### src/rtl/serexp_pkg.sv
package serexp_pkg;
  typedef enum logic [1:0] {
    PH_IDLE  = 2'd0,
    PH_SHLO  = 2'd1,
    PH_SHHI  = 2'd2,
    PH_STLO  = 2'd3
  } phase_e;
endpackage

### src/rtl/serexp_divider.sv
module serexp_divider #(
  parameter int DIV_W = 16
) (
  input  logic             clk,
  input  logic             rst_n,
  input  logic             load,
  input  logic [DIV_W-1:0] half,
  output logic             expire
);
  logic [DIV_W-1:0] cnt;

  always_ff @(posedge clk or negedge rst_n) begin
    if (!rst_n) begin
      cnt <= '0;
    end else if (load) begin
      cnt <= (half == '0) ? '0 : half - DIV_W'(1);
    end else if (cnt != '0) begin
      cnt <= cnt - DIV_W'(1);
    end
  end

  assign expire = (cnt == '0);
endmodule

### src/rtl/serexp_shadow.sv
module serexp_shadow #(
  parameter int               NBITS     = 8,
  parameter int               IDX_W     = 3,
  parameter logic [NBITS-1:0] IDLE_WORD = 8'h06
) (
  input  logic             clk,
  input  logic             rst_n,
  input  logic             accept,
  input  logic [IDX_W-1:0] pin,
  input  logic             level,
  input  logic             pulse,
  output logic [NBITS-1:0] shadow,
  output logic [NBITS-1:0] first_word
);
  logic [NBITS-1:0] updated;
  logic [NBITS-1:0] flipped;

  always_comb begin
    updated      = shadow;
    updated[pin] = level;
    flipped      = IDLE_WORD;
    flipped[pin] = ~IDLE_WORD[pin];
    first_word   = pulse ? flipped : updated;
  end

  always_ff @(posedge clk or negedge rst_n) begin
    if (!rst_n) begin
      shadow <= '0;
    end else if (accept) begin
      shadow <= pulse ? IDLE_WORD : updated;
    end
  end
endmodule

### src/rtl/serexp_seq.sv
module serexp_seq
  import serexp_pkg::*;
#(
  parameter int               NBITS     = 8,
  parameter logic [NBITS-1:0] IDLE_WORD = 8'h06
) (
  input  logic             clk,
  input  logic             rst_n,
  input  logic             start,
  input  logic             start_pulse,
  input  logic [NBITS-1:0] start_word,
  input  logic             expire,
  output logic             load,
  output logic             busy,
  output logic             done,
  output logic             ser_data,
  output logic             shift_clk,
  output logic             store_clk
);
  localparam int BIT_W = $clog2(NBITS);
  localparam logic [BIT_W-1:0] LAST_BIT = BIT_W'(NBITS - 1);

  phase_e           phase;
  logic [NBITS-1:0] shreg;
  logic [BIT_W-1:0] bitc;
  logic             second;
  logic             advance;

  assign advance  = (phase != PH_IDLE) && expire;
  assign load     = start || advance;
  assign busy     = (phase != PH_IDLE);
  assign ser_data = shreg[NBITS-1];

  always_ff @(posedge clk or negedge rst_n) begin
    if (!rst_n) begin
      phase     <= PH_IDLE;
      shreg     <= '0;
      bitc      <= '0;
      second    <= 1'b0;
      done      <= 1'b0;
      shift_clk <= 1'b1;
      store_clk <= 1'b1;
    end else begin
      done <= 1'b0;
      unique case (phase)
        PH_IDLE: if (start) begin
          phase     <= PH_SHLO;
          shreg     <= start_word;
          bitc      <= '0;
          second    <= start_pulse;
          shift_clk <= 1'b0;
        end
        PH_SHLO: if (advance) begin
          phase     <= PH_SHHI;
          shift_clk <= 1'b1;
        end
        PH_SHHI: if (advance) begin
          if (bitc == LAST_BIT) begin
            phase     <= PH_STLO;
            store_clk <= 1'b0;
          end else begin
            phase     <= PH_SHLO;
            shift_clk <= 1'b0;
            bitc      <= bitc + BIT_W'(1);
            shreg     <= {shreg[NBITS-2:0], 1'b0};
          end
        end
        PH_STLO: if (advance) begin
          store_clk <= 1'b1;
          if (second) begin
            second    <= 1'b0;
            phase     <= PH_SHLO;
            shreg     <= IDLE_WORD;
            bitc      <= '0;
            shift_clk <= 1'b0;
          end else begin
            phase <= PH_IDLE;
            done  <= 1'b1;
          end
        end
        default: phase <= PH_IDLE;
      endcase
    end
  end
endmodule

### src/rtl/serexp_ctrl.sv
module serexp_ctrl #(
  parameter int        NBITS     = 8,
  parameter int        DIV_W     = 16,
  parameter logic [NBITS-1:0] IDLE_WORD = 8'h06,
  localparam int       IDX_W     = $clog2(NBITS)
) (
  input  logic             clk,
  input  logic             rst_n,
  input  logic [DIV_W-1:0] half_period,
  input  logic             req_valid,
  output logic             req_ready,
  input  logic [IDX_W-1:0] req_pin,
  input  logic             req_level,
  input  logic             req_pulse,
  output logic             busy,
  output logic             done,
  output logic             ser_data,
  output logic             shift_clk,
  output logic             store_clk,
  output logic             out_en_n,
  output logic [NBITS-1:0] shadow
);
  logic             accept;
  logic             load;
  logic             expire;
  logic [NBITS-1:0] first_word;

  assign req_ready = ~busy;
  assign accept    = req_valid && req_ready;

  always_ff @(posedge clk or negedge rst_n) begin
    if (!rst_n) out_en_n <= 1'b1;
    else        out_en_n <= 1'b0;
  end

  serexp_shadow #(.NBITS(NBITS), .IDX_W(IDX_W), .IDLE_WORD(IDLE_WORD)) u_shadow (
    .clk(clk), .rst_n(rst_n), .accept(accept), .pin(req_pin), .level(req_level),
    .pulse(req_pulse), .shadow(shadow), .first_word(first_word)
  );

  serexp_divider #(.DIV_W(DIV_W)) u_div (
    .clk(clk), .rst_n(rst_n), .load(load), .half(half_period), .expire(expire)
  );

  serexp_seq #(.NBITS(NBITS), .IDLE_WORD(IDLE_WORD)) u_seq (
    .clk(clk), .rst_n(rst_n), .start(accept), .start_pulse(req_pulse),
    .start_word(first_word), .expire(expire), .load(load), .busy(busy),
    .done(done), .ser_data(ser_data), .shift_clk(shift_clk), .store_clk(store_clk)
  );
endmodule

### config.mk
export PLATFORM = sky130hd
export DESIGN_NAME = serexp_ctrl
export DESIGN_NICKNAME = d
export VERILOG_FILES = /design/src/rtl/serexp_pkg.sv /design/src/rtl/serexp_divider.sv /design/src/rtl/serexp_shadow.sv /design/src/rtl/serexp_seq.sv /design/src/rtl/serexp_ctrl.sv
export SDC_FILE = /design/constraint.sdc
export NUM_CORES = 1
export LEC_CHECK = 0
export BUFFER_PORTS_ARGS = -buffer_cell sky130_fd_sc_hd__buf_2
export CAP_MARGIN = 10
export CORE_MARGIN = 2
export CORE_UTILIZATION = 30
export CTS_BUF_LIST = sky130_fd_sc_hd__clkbuf_16
export CTS_CLUSTER_DIAMETER = 150
export CTS_CLUSTER_SIZE = 20
export DETAILED_ROUTE_END_ITERATION = 16
export PLACE_DENSITY = 0.55
export SLEW_MARGIN = 20
export SYNTH_ARGS = -nofsm -noshare
export SYNTH_HDL_FRONTEND = slang
export SYNTH_SLANG_ARGS = --single-unit
### constraint.sdc
create_clock -name clk -period 2.2 [get_ports clk]
set_input_delay 0.55 -clock clk [delete_from_list [all_inputs] [get_ports clk]]
set_output_delay 0.55 -clock clk [all_outputs]
set_load 0.01 [all_outputs]
==> results.md <==
- The number of nets in the finished design is 417.
- The hold violation count in the final report is 0.
- The clock latency on the worst-skew pair is 0.28 ns.
- The headroom to the max-slew limit is 65.8%.
- The overall routed net length is 7370 um.
- The highest layer touched by signal routing is met4.
- In this run the power density over the cells is 817 nW/um^2.
- The maximum count of clock buffers along a single path is 2.
- The critical path starts at u_div.cnt[10]$_DFFE_PN0P_.
- Yosys mapped a number of flops with a built-in enable equal to 0.
- The share of the clock period used by the worst path is 92.6%.
- The endpoint identified for the worst register-to-register timing path is u_seq.store_clk$_DFFE_PN1P_.
- The top achievable clock speed is 0.491 GHz.
- The worst hold path class is in2async.
- Each instance of the synthesized netlist takes up on average 8.64 sq um.
- The core utilization of the finished layout is 38.1%.
- In this run, synthesis produced a sequential element count of 42.
- Summed over all nets, wire length on met2 after detailed routing comes to 3520 um.
- Setup repair after global routing left no endpoint under its margin.
- Dividing the detail-routed via count by the number of cells gives 5.18.
- For flop-to-flop paths, the worst setup slack is 0.16 ns.
- The slew at the pin with the worst max-slew slack is 0.513 ns.
- The max-capacitance violation count is 0.
- The overall via count from detail_route is 2589.
- The number of buffers created by CTS is 5.
- The run finished with clean final reports.
- After clock tree synthesis, the clock-pin slew on the worst setup and hold paths is 0.06 ns.
- The fraction of layout cells with a size suffix above 1 is 23.9%.
- The cell-internal power is 1.86 mW.
- The worst setup path is launched from a flop.
- In the post-synthesis netlist, the biggest area contributors are dfrtp_1 35%, nand2_1 5.3%, o21ai_0 4.1%.
- The first global-routing pass estimated 12600 um of wire.
- For this design the top-level I/O count stands at 39.
- Counting distinct cell types in the post-synthesis netlist gives 58.
- The die covers 10200 sq um.
- In this run the cell area measured after placement is 3340 sq um.
- CTS placed an instance of clkbuf_16 at the clock tree root.
- CTS built an H-tree with a depth of 2.
- The initial utilization of the core area, before any placement, comes to 30.7%.
- The count of standard-cell rows is 35.
- STA classifies the critical path endpoint as a flop.
- In this run, the number of DRC markers left after iteration 0 of detailed routing was 175.
- The data required time of the worst path is 2.41 ns.
- The number of cells produced by synthesis is 327.
- The portion of total power attributed to combinational logic is 34.7%.
- For this run, the detailed router's first-pass iteration total came to 4.
- The post-detailed-placement half-perimeter wirelength is 5610 um.
- The clock arrives with 0.00634 ns of skew.
- In the final routed layout, each cell accounts on average for 14.7 um.
- The number of sinks on the clock net is 42.
- The endpoint of the worst setup timing path is u_seq.store_clk$_DFFE_PN1P_.
- The count of buffers added on input and output ports is 38.
- The library cell with the largest summed area after synthesis is dfrtp_1.
- The number of pins exceeding their max-slew limit in the final report came to 0.
- The growth of design area from synthesis to finish is 24.0%.
- The total overflow left after global routing is 0.
- The static leakage is 1.48 nW.
- Prior to clock tree synthesis, the placed netlist has a worst setup slack of -0.109 ns.
- The number of antenna diodes in the final layout is 0.
- TritonCTS built the clock tree.
- The predominant post-synthesis flop cell is dfrtp_1.
- The routed wire length on met3 is 147 um.
- STA puts the critical path data arrival time at 2.25 ns.
- The core footprint is 9200 sq um.
- The height of the die is 101 um.
- The clock period could shrink to 2.04 ns.
- Counting flops with an async set or reset pin after synthesis yields a share of 100%.
- Entering global routing, the biggest net connects 24 pins.
- The worst-case IR drop observed on VDD is 0.000363 V.
- For this run, the number of Yosys warnings is 0.
- In this run the biggest area consumer among cell types represents 34.5% of the synthesized area.
- The clock network accounts for 25.1% of the total power.
- The critical setup path kind is reg2reg.
- The total nets after synthesis is 356.
- Setup violations remaining at the end of the flow were counted as 0.
- Summing every instance area after synthesis gives 2830 sq um.
- The routed length on met1 is 3600 um.
- The worst hold slack across all endpoints is 0.231 ns.
- In this run the worst path has a maximum fanout of 4.
- The net switching power is 0.999 mW.
- The net switching share of the total power is 34.9%.
- At the end of routability-driven placement, the weighted congestion stood at 0.812.
- The via count of the first global-routing pass is 2546.
- From left edge to right edge, the die measures 101 um.
- In the post-synthesis netlist, the cell with the most instances is nand2_1.
- In this run, flip-flops and latches consume 40.1% of the power.
- After detailed routing, the number of remaining DRC violations is 0.
- For this run, the register share of the synthesized area comes to 37.3%.
- The worst reg-to-reg path cell count is 6.
- The worst register-to-register path begins at u_div.cnt[10]$_DFFE_PN0P_.
- Global routing used 15.3% of the available tracks.
- For this design, the CTS-stage hold fixing added 0 buffers.
- The number of antenna-violating nets in the routed design is 0.
- The commonest cells after synthesis are 40 x nand2_1, 39 x dfrtp_1, 25 x nor2_1, 23 x o21ai_0, 14 x nor3_1.
- The initial antenna violation count came to 0.
- The post-route cell area is 3500 sq um.
- Setup slack closes at 0.162 ns.
-- placed cells by master (no fill, tap or decap), types with 3 or more instances in the layout --
cell type,count
nand3b_1,4
nor2_1,25
dfrtp_1,39
clkbuf_16,5
o21ai_1,11
nor3b_1,6
and2_1,4
nor2b_1,5
nand3_1,6
nand2b_1,6
mux2i_1,8
o22a_1,3
nand4_1,4
nand2_1,40
buf_2,38
buf_4,28
inv_1,8
o22ai_1,7
nor4_1,6
nor3_1,14
dfstp_2,3
a211oi_1,5
ha_1,5
or4_1,3
xnor2_1,13
xor2_1,9
o311ai_0,3
or3_1,3
o21ai_0,23
a21oi_1,12
-- sequential cells by signal, indices dropped and copies added, names as in the netlist --
name and cells:
u_seq.done 1, u_div.cnt 16, u_seq.shift_clk 1, u_seq.second 1, u_seq.store_clk 1, out_en_n 1, u_seq.phase 2, u_seq.bitc 3
u_shadow.shadow 8, u_seq.shreg 8
-- power by group through the flow --
stage / registers [mW] / clock network (mW) / logic (mW)
floorplan: 1.16 / 0 / 0.582
detailed placement: 1.15 / 0 / 0.980
finish: 1.15 / 0.719 / 0.994
global route: 1.18 / 0.769 / 1.14
CTS: 1.14 / 0.739 / 0.988
global placement: 1.15 / 0 / 0.963
-- cell families after synthesis --
logic type	count (synthesis)	synth area share, %
fa+ha+maj	5	2.21
xor+xnor	22	6.82
mux	10	3.63
flops	42	37.3
simple gates	144	28.3
compound gates	81	18.2
other cells	1	0.133
buf+inv	22	3.37
-- timing repair --
item                                    CTS  global route
endpoints found under the setup margin    0            14
setup buffers                             0             0
resized for setup                         0             3
-- worst min-delay path by stage --
stage	startpoint	endpoint	slack (ns)	cells after the start
CTS	rst_n	u_shadow.shadow[5]$_DFFE_PN0P_	0.25	1
detailed placement	u_seq.shreg[0]$_DFFE_PN0P_	u_seq.shreg[0]$_DFFE_PN0P_	0.47	2
global placement	u_seq.bitc[0]$_DFFE_PN0P_	u_seq.bitc[0]$_DFFE_PN0P_	0.47	1
floorplan	rst_n	u_div.cnt[0]$_DFFE_PN0P_	0.25	0
finish	rst_n	u_shadow.shadow[5]$_DFFE_PN0P_	0.23	1
global route	rst_n	u_shadow.shadow[5]$_DFFE_PN0P_	0.27	1
-- worst max-delay path, cell delays in order (launching register included) --
cell and delay, ns:
dfrtp_1 0.43, or4_1 0.61, nor4_4 0.34, buf_4 0.16
and2_1 0.18, nand2_1 0.07, a22o_1 0.17
-- final cells by class --
cell class / count / area (sq um)
Clock buffer: 5 / 125
Clock inverter: 3 / 17.5
Fill cell: 963 / 5690
Inverter: 8 / 30.0
Multi-Input combinational cell: 263 / 1700
Sequential cell: 42 / 1050
Tap cell: 111 / 139
Timing Repair Buffer: 68 / 440
-- stage by stage --
step / TNS, ns / power [mW] / cells
after CTS: 0 / 2.87 / 500
final: 0 / 2.86 / 500
after detailed placement: -0.113 / 2.13 / 492
after floorplan: 0 / 1.74 / 327
after global routing: 0 / 3.09 / 500
after global placement: -0.0648 / 2.11 / 492
-- per-layer routing --
layer	vias up	GRT usage, %
met5	-	0
met4	0	3.85
met3	7	2.15
met2	29	25.0
met1	1238	21.4
li1	1315	-
Power figures use the tool's default switching activity.
